File: config.mk
export PLATFORM = sky130hd
export DESIGN_NAME = cap_cmp_timer
export DESIGN_NICKNAME = d
export VERILOG_FILES = /design/src/rtl/cap_cmp_timer_pkg.sv /design/src/rtl/cap_cmp_timer_datapath.sv /design/src/rtl/cap_cmp_timer_ctrl.sv /design/src/rtl/cap_cmp_timer.sv
export SDC_FILE = /design/constraint.sdc
export NUM_CORES = 1
export LEC_CHECK = 0
export CORE_MARGIN = 5
export CORE_UTILIZATION = 36
export DETAILED_ROUTE_END_ITERATION = 10
export DONT_BUFFER_PORTS = 1
export SETUP_SLACK_MARGIN = 0.15
export SLEW_MARGIN = 15
export SYNTH_ARGS = -nofsm -noshare
export SYNTH_HDL_FRONTEND = slang
export SYNTH_SLANG_ARGS = --single-unit
File: constraint.sdc
create_clock -name clk -period 7.96 [get_ports clk]
set_clock_uncertainty 0.1 [all_clocks]
set_input_delay 1.99 -clock clk [delete_from_list [all_inputs] [get_ports clk]]
set_output_delay 1.99 -clock clk [all_outputs]
set_load 0.05 [all_outputs]
File: src/rtl/cap_cmp_timer_pkg.sv
package cap_cmp_timer_pkg;

  localparam int REG_ADDR_W = 3;

  localparam logic [REG_ADDR_W-1:0] ADDR_CTRL   = 3'd0;
  localparam logic [REG_ADDR_W-1:0] ADDR_PSC    = 3'd1;
  localparam logic [REG_ADDR_W-1:0] ADDR_RELOAD = 3'd2;
  localparam logic [REG_ADDR_W-1:0] ADDR_CMP    = 3'd3;
  localparam logic [REG_ADDR_W-1:0] ADDR_CAPT   = 3'd4;
  localparam logic [REG_ADDR_W-1:0] ADDR_FLAGS  = 3'd5;
  localparam logic [REG_ADDR_W-1:0] ADDR_CNT    = 3'd6;

  localparam int FLAG_CAP = 0;
  localparam int FLAG_OVR = 1;
  localparam int FLAG_UPD = 2;

  // Packed so that en is bit 0 and capDiv is bits 4:3 of the control word.
  typedef struct packed {
    logic [1:0] capDiv;
    logic       fallEdge;
    logic       cmpMode;
    logic       en;
  } tmrCfg_t;

  localparam int CFG_W = $bits(tmrCfg_t);

  typedef struct packed {
    logic edgeClr;
  } tmrStrobe_t;

  typedef struct packed {
    logic capture;
    logic wrap;
  } tmrEvent_t;

endpackage

File: src/rtl/cap_cmp_timer_datapath.sv
module cap_cmp_timer_datapath
  import cap_cmp_timer_pkg::*;
#(
  parameter int CNT_W       = 16,
  parameter int SYNC_STAGES = 2,
  parameter int DIV_W       = 3
) (
  input  logic             clk,
  input  logic             rstN,
  input  tmrCfg_t          cfg,
  input  tmrStrobe_t       strobe,
  input  logic [CNT_W-1:0] pscReg,
  input  logic [CNT_W-1:0] reloadReg,
  input  logic [CNT_W-1:0] cmpReg,
  input  logic             capIn,
  output logic [CNT_W-1:0] cntVal,
  output logic [CNT_W-1:0] capVal,
  output logic             cmpOut,
  output tmrEvent_t        evt
);

  localparam int HIST_W = SYNC_STAGES + 1;

  // ---------------- clock prescaler and counter ----------------
  logic [CNT_W-1:0] pscCnt;
  logic [CNT_W-1:0] cntNext;
  logic             tick;
  logic             atTop;

  assign tick    = cfg.en && (pscCnt >= pscReg);
  assign atTop   = cntVal >= reloadReg;
  assign cntNext = atTop ? '0 : cntVal + 1'b1;

  always_ff @(posedge clk or negedge rstN) begin
    if (!rstN) begin
      pscCnt <= '0;
    end else if (cfg.en) begin
      pscCnt <= tick ? '0 : pscCnt + 1'b1;
    end
  end

  always_ff @(posedge clk or negedge rstN) begin
    if (!rstN) begin
      cntVal <= '0;
    end else if (tick) begin
      cntVal <= cntNext;
    end
  end

  // ---------------- toggle compare ----------------
  logic cmpHit;

  assign cmpHit = tick && cfg.cmpMode && (cntNext == cmpReg);

  always_ff @(posedge clk or negedge rstN) begin
    if (!rstN) begin
      cmpOut <= 1'b0;
    end else if (cmpHit) begin
      cmpOut <= ~cmpOut;
    end
  end

  // ---------------- input synchronizer and edge detect ----------------
  logic [HIST_W-1:0] syncQ;
  logic              syncNow;
  logic              syncOld;
  logic              edgeSel;

  always_ff @(posedge clk or negedge rstN) begin
    if (!rstN) begin
      syncQ <= '0;
    end else begin
      syncQ <= {syncQ[HIST_W-2:0], capIn};
    end
  end

  assign syncNow = syncQ[SYNC_STAGES-1];
  assign syncOld = syncQ[SYNC_STAGES];
  assign edgeSel = cfg.en && !cfg.cmpMode &&
                   (cfg.fallEdge ? (syncOld && !syncNow) : (syncNow && !syncOld));

  // ---------------- edge decimator ----------------
  logic [DIV_W-1:0] edgeCnt;
  logic [DIV_W-1:0] edgeLast;
  logic             capHit;

  always_comb begin
    edgeLast = '0;
    for (int b = 0; b < DIV_W; b++) begin
      if (b < int'(cfg.capDiv)) edgeLast[b] = 1'b1;
    end
  end

  assign capHit = edgeSel && !strobe.edgeClr && (edgeCnt == edgeLast);

  always_ff @(posedge clk or negedge rstN) begin
    if (!rstN) begin
      edgeCnt <= '0;
    end else if (strobe.edgeClr || !cfg.en) begin
      edgeCnt <= '0;
    end else if (edgeSel) begin
      edgeCnt <= (edgeCnt == edgeLast) ? '0 : edgeCnt + 1'b1;
    end
  end

  always_ff @(posedge clk or negedge rstN) begin
    if (!rstN) begin
      capVal <= '0;
    end else if (capHit) begin
      capVal <= cntVal;
    end
  end

  assign evt.capture = capHit;
  assign evt.wrap    = tick && atTop;

endmodule

File: src/rtl/cap_cmp_timer_ctrl.sv
module cap_cmp_timer_ctrl
  import cap_cmp_timer_pkg::*;
#(
  parameter int CNT_W = 16
) (
  input  logic                  clk,
  input  logic                  rstN,
  input  logic                  wrEn,
  input  logic [REG_ADDR_W-1:0] addr,
  input  logic [CNT_W-1:0]      wrData,
  output logic [CNT_W-1:0]      rdData,
  input  tmrEvent_t             evt,
  input  logic [CNT_W-1:0]      cntVal,
  input  logic [CNT_W-1:0]      capVal,
  output tmrCfg_t               cfg,
  output tmrStrobe_t            strobe,
  output logic [CNT_W-1:0]      pscReg,
  output logic [CNT_W-1:0]      reloadReg,
  output logic [CNT_W-1:0]      cmpReg,
  output logic                  capFlag,
  output logic                  ovrFlag,
  output logic                  updFlag
);

  logic wrCtrl, wrFlags;
  logic clrCap, clrOvr, clrUpd;

  assign wrCtrl  = wrEn && (addr == ADDR_CTRL);
  assign wrFlags = wrEn && (addr == ADDR_FLAGS);
  assign clrCap  = wrFlags && wrData[FLAG_CAP];
  assign clrOvr  = wrFlags && wrData[FLAG_OVR];
  assign clrUpd  = wrFlags && wrData[FLAG_UPD];

  assign strobe.edgeClr = wrCtrl;

  always_ff @(posedge clk or negedge rstN) begin
    if (!rstN) begin
      cfg       <= '0;
      pscReg    <= '0;
      reloadReg <= '1;
      cmpReg    <= '0;
    end else if (wrEn) begin
      case (addr)
        ADDR_CTRL:   cfg       <= tmrCfg_t'(wrData[CFG_W-1:0]);
        ADDR_PSC:    pscReg    <= wrData;
        ADDR_RELOAD: reloadReg <= wrData;
        ADDR_CMP:    cmpReg    <= wrData;
        default: ;
      endcase
    end
  end

  // Hardware set takes priority over a software clear in the same cycle.
  always_ff @(posedge clk or negedge rstN) begin
    if (!rstN) begin
      capFlag <= 1'b0;
      ovrFlag <= 1'b0;
      updFlag <= 1'b0;
    end else begin
      if (evt.capture)                capFlag <= 1'b1;
      else if (clrCap)                capFlag <= 1'b0;
      if (evt.capture && capFlag)     ovrFlag <= 1'b1;
      else if (clrOvr)                ovrFlag <= 1'b0;
      if (evt.wrap)                   updFlag <= 1'b1;
      else if (clrUpd)                updFlag <= 1'b0;
    end
  end

  always_comb begin
    rdData = '0;
    case (addr)
      ADDR_CTRL:   rdData[CFG_W-1:0] = cfg;
      ADDR_PSC:    rdData = pscReg;
      ADDR_RELOAD: rdData = reloadReg;
      ADDR_CMP:    rdData = cmpReg;
      ADDR_CAPT:   rdData = capVal;
      ADDR_FLAGS: begin
        rdData[FLAG_CAP] = capFlag;
        rdData[FLAG_OVR] = ovrFlag;
        rdData[FLAG_UPD] = updFlag;
      end
      ADDR_CNT:    rdData = cntVal;
      default:     rdData = '0;
    endcase
  end

endmodule

File: src/rtl/cap_cmp_timer.sv
module cap_cmp_timer
  import cap_cmp_timer_pkg::*;
#(
  parameter int CNT_W = 16
) (
  input  logic                  clk,
  input  logic                  rstN,
  input  logic                  wrEn,
  input  logic [REG_ADDR_W-1:0] addr,
  input  logic [CNT_W-1:0]      wrData,
  output logic [CNT_W-1:0]      rdData,
  input  logic                  capIn,
  output logic                  cmpOut
);

  tmrCfg_t          cfg;
  tmrStrobe_t       strobe;
  tmrEvent_t        evt;
  logic [CNT_W-1:0] pscReg, reloadReg, cmpReg;
  logic [CNT_W-1:0] cntVal, capVal;
  logic             capFlag, ovrFlag, updFlag;

  cap_cmp_timer_ctrl #(.CNT_W(CNT_W)) u_ctrl (
    .clk       (clk),
    .rstN      (rstN),
    .wrEn      (wrEn),
    .addr      (addr),
    .wrData    (wrData),
    .rdData    (rdData),
    .evt       (evt),
    .cntVal    (cntVal),
    .capVal    (capVal),
    .cfg       (cfg),
    .strobe    (strobe),
    .pscReg    (pscReg),
    .reloadReg (reloadReg),
    .cmpReg    (cmpReg),
    .capFlag   (capFlag),
    .ovrFlag   (ovrFlag),
    .updFlag   (updFlag)
  );

  cap_cmp_timer_datapath #(.CNT_W(CNT_W)) u_dp (
    .clk       (clk),
    .rstN      (rstN),
    .cfg       (cfg),
    .strobe    (strobe),
    .pscReg    (pscReg),
    .reloadReg (reloadReg),
    .cmpReg    (cmpReg),
    .capIn     (capIn),
    .cntVal    (cntVal),
    .capVal    (capVal),
    .cmpOut    (cmpOut),
    .evt       (evt)
  );

endmodule

==> metrics.md <==
| Metric | Value |
|---|---|
| Cell Int Power | `~1.1 mW` |
| Post-CTS sizing | `0` |
| Peak supply drop | `119 uV` |
| Comb pwr share | `approximately 20%` |
| Total CTS buffers | `9` |
| Largest cells by area after synthesis | `dfrtp_1, ha_1, dfstp_2` |
| Multiplexer share of the synthesized area | `9.86%` |
| Sw frac | `31.1%` |
| Net count, final | `747` |
| Register bit total from synthesis | `111` |
| H-tree Lvls | `3` |
| Leakage | `between 3 and 4 nW` |
| Layout cells sized above 1 | `13.4%` |
| Synth Area in Compound Gates | `between 10% and 20%` |
| Power share of the sequential group | `47.1%` |
| Slowest cell on crit path | `o22ai_1` |
| Drt first pass iters | `4` |
| Main combinational cell family by area after synthesis | `simple AND/OR/NAND/NOR gates` |
| Ports | `40` |
| Nature of the critical path endpoint | `output port` |
| 1st-iter DRT viols | `322` |
| Crit-path max cell delay | `0.88 ns` |
| CP startpoint kind | `input port` |
| Critical path depth in cells | `3` |
| Final min period | `5.92 ns` |
| Detailed-placement wirelength estimate | `11.9 mm` |
| Clock power frac | `about 34%` |
| Total GRT Usage | `15.6%` |
| Sequential area share after synthesis | `42.2%` |
| WP data arrival | `3.83 ns` |
| Num Clock Sinks | `111` |
| Root buffer cell | `clkbuf_16` |
| DRC viols | `0` |
| Crit path kind | `input port to output port` |
| Slew Viols, Final | `0` |
| Async set or reset register ratio after synthesis | `100%` |
| Starting Density | `36.7%` |
| Synth Area in Simple Gates | `16.1%` |
| Max cap viols | `0` |
| FF-to-FF Start | `u_dp.cntVal[11]$_DFFE_PN0N_` |
| Fmax | `roughly 170 MHz` |
| Synth Flop Type | `dfrtp_1` |
| Crit path buf inv count | `0` |
| Hold Path Class | `flop to flop` |
| R2R cell count | `11` |
| End of the critical path | `rdData[9]` |
| Final period util | `74.4%` |
| Buffers on Ports | `0` |
| Die area | `roughly 21000 sq um` |
| Commonest cells post-synth | `dfrtp_1, nand2_1, o21ai_0, nor2_1, inv_1` |
| Clock-pin slew on the worst setup and hold paths | `0.08 ns` |
| Diode count | `0` |
| Antenna viol nets, final | `0` |
| Rel. slew slack | `22.5%` |
| Post-synth EDFFs | `0` |
| Worst Setup SP | `addr[2]` |
| Top-area cell type share of the netlist area | `35.8%` |
| Mapped Cells | `709` |
| Hold Slack | `about 0.26 ns` |
| First-pass GRT wire length | `~27 mm` |
| Worst-Margin Slew | `between 1 and 1.5 ns` |
| Final wirelength | `about 16 mm` |
| Vias | `5030` |
| Synth Area in Adders | `under 10%` |
| Clock tree buffer depth | `2` |
| Vias per inst | `5.45` |
| GP Congestion | `0.844` |
| Outcome | `finished, final reports clean` |
| Cell Rows | `just under 50` |
| Routed len/inst | `17.5 microns` |
| Synth cell types | `between 60 and 70` |
| Largest net degree at the start of global routing | `112` |
| Setup Fix Bufs, Post-CTS | `0` |
| Initial antenna violation count | `0` |
| Vias in the first global route | `4741` |
| Syn Area/Cell | `9.36 sq um` |
| Die height | `146 microns` |
| Top delay family on crit path | `compound AO/OA/AOI/OAI gates` |
| RSZ-0062 raised after global routing | `no` |
| Hold Violations, Final | `0` |
| Syn nets | `767` |
| DP Area | `6830 sq um` |
| Final setup vio count | `0` |
| R2R Setup Slk | `4.05 ns` |
| Synth Area in XOR/XNOR | `just under 5%` |
| Area growth syn-to-layout | `8.01%` |
| Die width | `146 microns` |
| Area leader, netlist | `dfrtp_1` |
| Critical Path RT | `slightly below 6 ns` |
| Yosys warnings | `0` |
| Count leader, synth | `dfrtp_1` |
| Sw power | `around 0.48 mW` |
| CP max FO | `38` |
| Finished Cell Area | `between 7000 and 8000 sq um` |
| CTS tree | `built` |
| Hold buffers post-CTS | `0` |
| Grt total ovfl | `0` |
| Synth Cell Area | `6640 sq um` |
| Power Density | `215 nW/um^2` |
| R2r endpoint | `u_dp.cmpOut$_DFFE_PN0P_` |
| Core region area | `18100 sq um` |
| Design Power | `roughly 1.5 mW` |
| Worst path cell trace | `nor2b_1, a22oi_1, o22ai_1` |
| Worst skew pair latency | `about 0.36 ns` |
| Setup TNS | `0 ns` |
power groups by stage:
stage / logic, mW / clock network (mW) / registers (mW)
after floorplan: 0.252 / 0 / 0.708
after global placement: 0.295 / 0 / 0.734
after detailed placement: 0.301 / 0 / 0.735
after CTS: 0.303 / 0.527 / 0.724
after global routing: 0.339 / 0.549 / 0.738
final: 0.300 / 0.515 / 0.725
area by class of cell:
type                            instances  area, sq um
Fill cell                            1781        10900
Multi-Input combinational cell        518         3540
Tap cell                              229          287
Clock buffer                            9          225
Timing Repair Buffer                    6         45.0
Inverter                               43          161
Clock inverter                          7          110
Sequential cell                       111         2800
cells by family (layout without fill, tap and decap cells):
kind of cell / Yosys count / after routing
AOI/OAI and AO/OA: 173 / 173
xor gates and xnor gates: 36 / 36
adders and majority gates: 35 / 35
buffers and inverters: 80 / 65
DFF: 111 / 111
muxes: 57 / 57
and+or+nand+nor: 217 / 217
cells in the final DEF, fill, tap and decap left out, types with 6 or more instances in the layout:
cell	instances
mux2i_1	17
nor3_1	8
a21o_1	8
nand2_1	87
xor2_1	24
dfstp_2	16
a21oi_1	22
clkbuf_16	9
o21ai_0	74
ha_1	35
a22oi_1	14
dfrtp_1	95
inv_1	43
nor2b_1	12
o22ai_1	12
nand4_1	10
xnor2_1	11
nand2b_1	7
buf_4	6
nor2_1	47
and3_1	6
mux2_2	37
o31ai_1	10
nor4_1	6
nand3_1	10
a31oi_1	9
registers in the layout, indices dropped and copies added (netlist names):
name              cells
u_ctrl.cmpReg        16
u_ctrl.pscReg        16
u_ctrl.reloadReg     16
u_dp.capVal          16
u_dp.cntVal          16
u_dp.pscCnt          16
u_ctrl.cfg            5
u_dp.edgeCnt          3
u_dp.syncQ            3
u_ctrl.capFlag        1
u_ctrl.ovrFlag        1
u_ctrl.updFlag        1
u_dp.cmpOut           1
worst register-to-register path: cells and delay by family, from the launching register on:
| family | cells | cell delay, ns |
|---|---|---|
| AO/OA/AOI/OAI | 3 | 0.59 |
| XOR/XNOR | 1 | 0.17 |
| adder cells (fa/ha/maj) | 1 | 0.40 |
| buffers and inverters | 1 | 0.37 |
| flip-flops | 1 | 0.53 |
| AND/OR/NAND/NOR | 5 | 1.66 |
metrics by stage:
| step | std cells | util (%) | setup WS, ns |
|---|---|---|---|
| after floorplan | 709 | - | 1.89 |
| after global placement | 907 | 37.8 | 2.10 |
| after detailed placement | 907 | 37.8 | 2.10 |
| after CTS | 923 | 39.6 | 2.09 |
| after global routing | 923 | 39.6 | 2.02 |
| final | 923 | 39.6 | 2.04 |
how the worst min path moves through the flow:
stage / slack [ns] / endpoint / cells after the start / start
2_1_floorplan: 0.23 / u_dp.syncQ[1]$_DFF_PN0_ / 0 / u_dp.syncQ[0]$_DFF_PN0_
4_1_cts: 0.27 / u_dp.syncQ[1]$_DFF_PN0_ / 0 / u_dp.syncQ[0]$_DFF_PN0_
3_3_place_gp: 0.23 / u_dp.syncQ[1]$_DFF_PN0_ / 0 / u_dp.syncQ[0]$_DFF_PN0_
3_5_place_dp: 0.25 / u_dp.syncQ[1]$_DFF_PN0_ / 0 / u_dp.syncQ[0]$_DFF_PN0_
6_report: 0.26 / u_dp.syncQ[1]$_DFF_PN0_ / 0 / u_dp.syncQ[0]$_DFF_PN0_
5_1_grt: 0.28 / u_dp.syncQ[1]$_DFF_PN0_ / 0 / u_dp.syncQ[0]$_DFF_PN0_
per-layer routing:
layer	routed length [microns]	GRT usage, %	vias to the layer above	share of wire [%]
met5	0	0	-	0
met4	337	5.18	0	2.1
met3	808	3.33	24	5.0
met2	7410	24.2	96	46
met1	7580	21.7	2427	47
li1	-	-	2483	-
No activity file was read; power rests on OpenSTA's default activity.
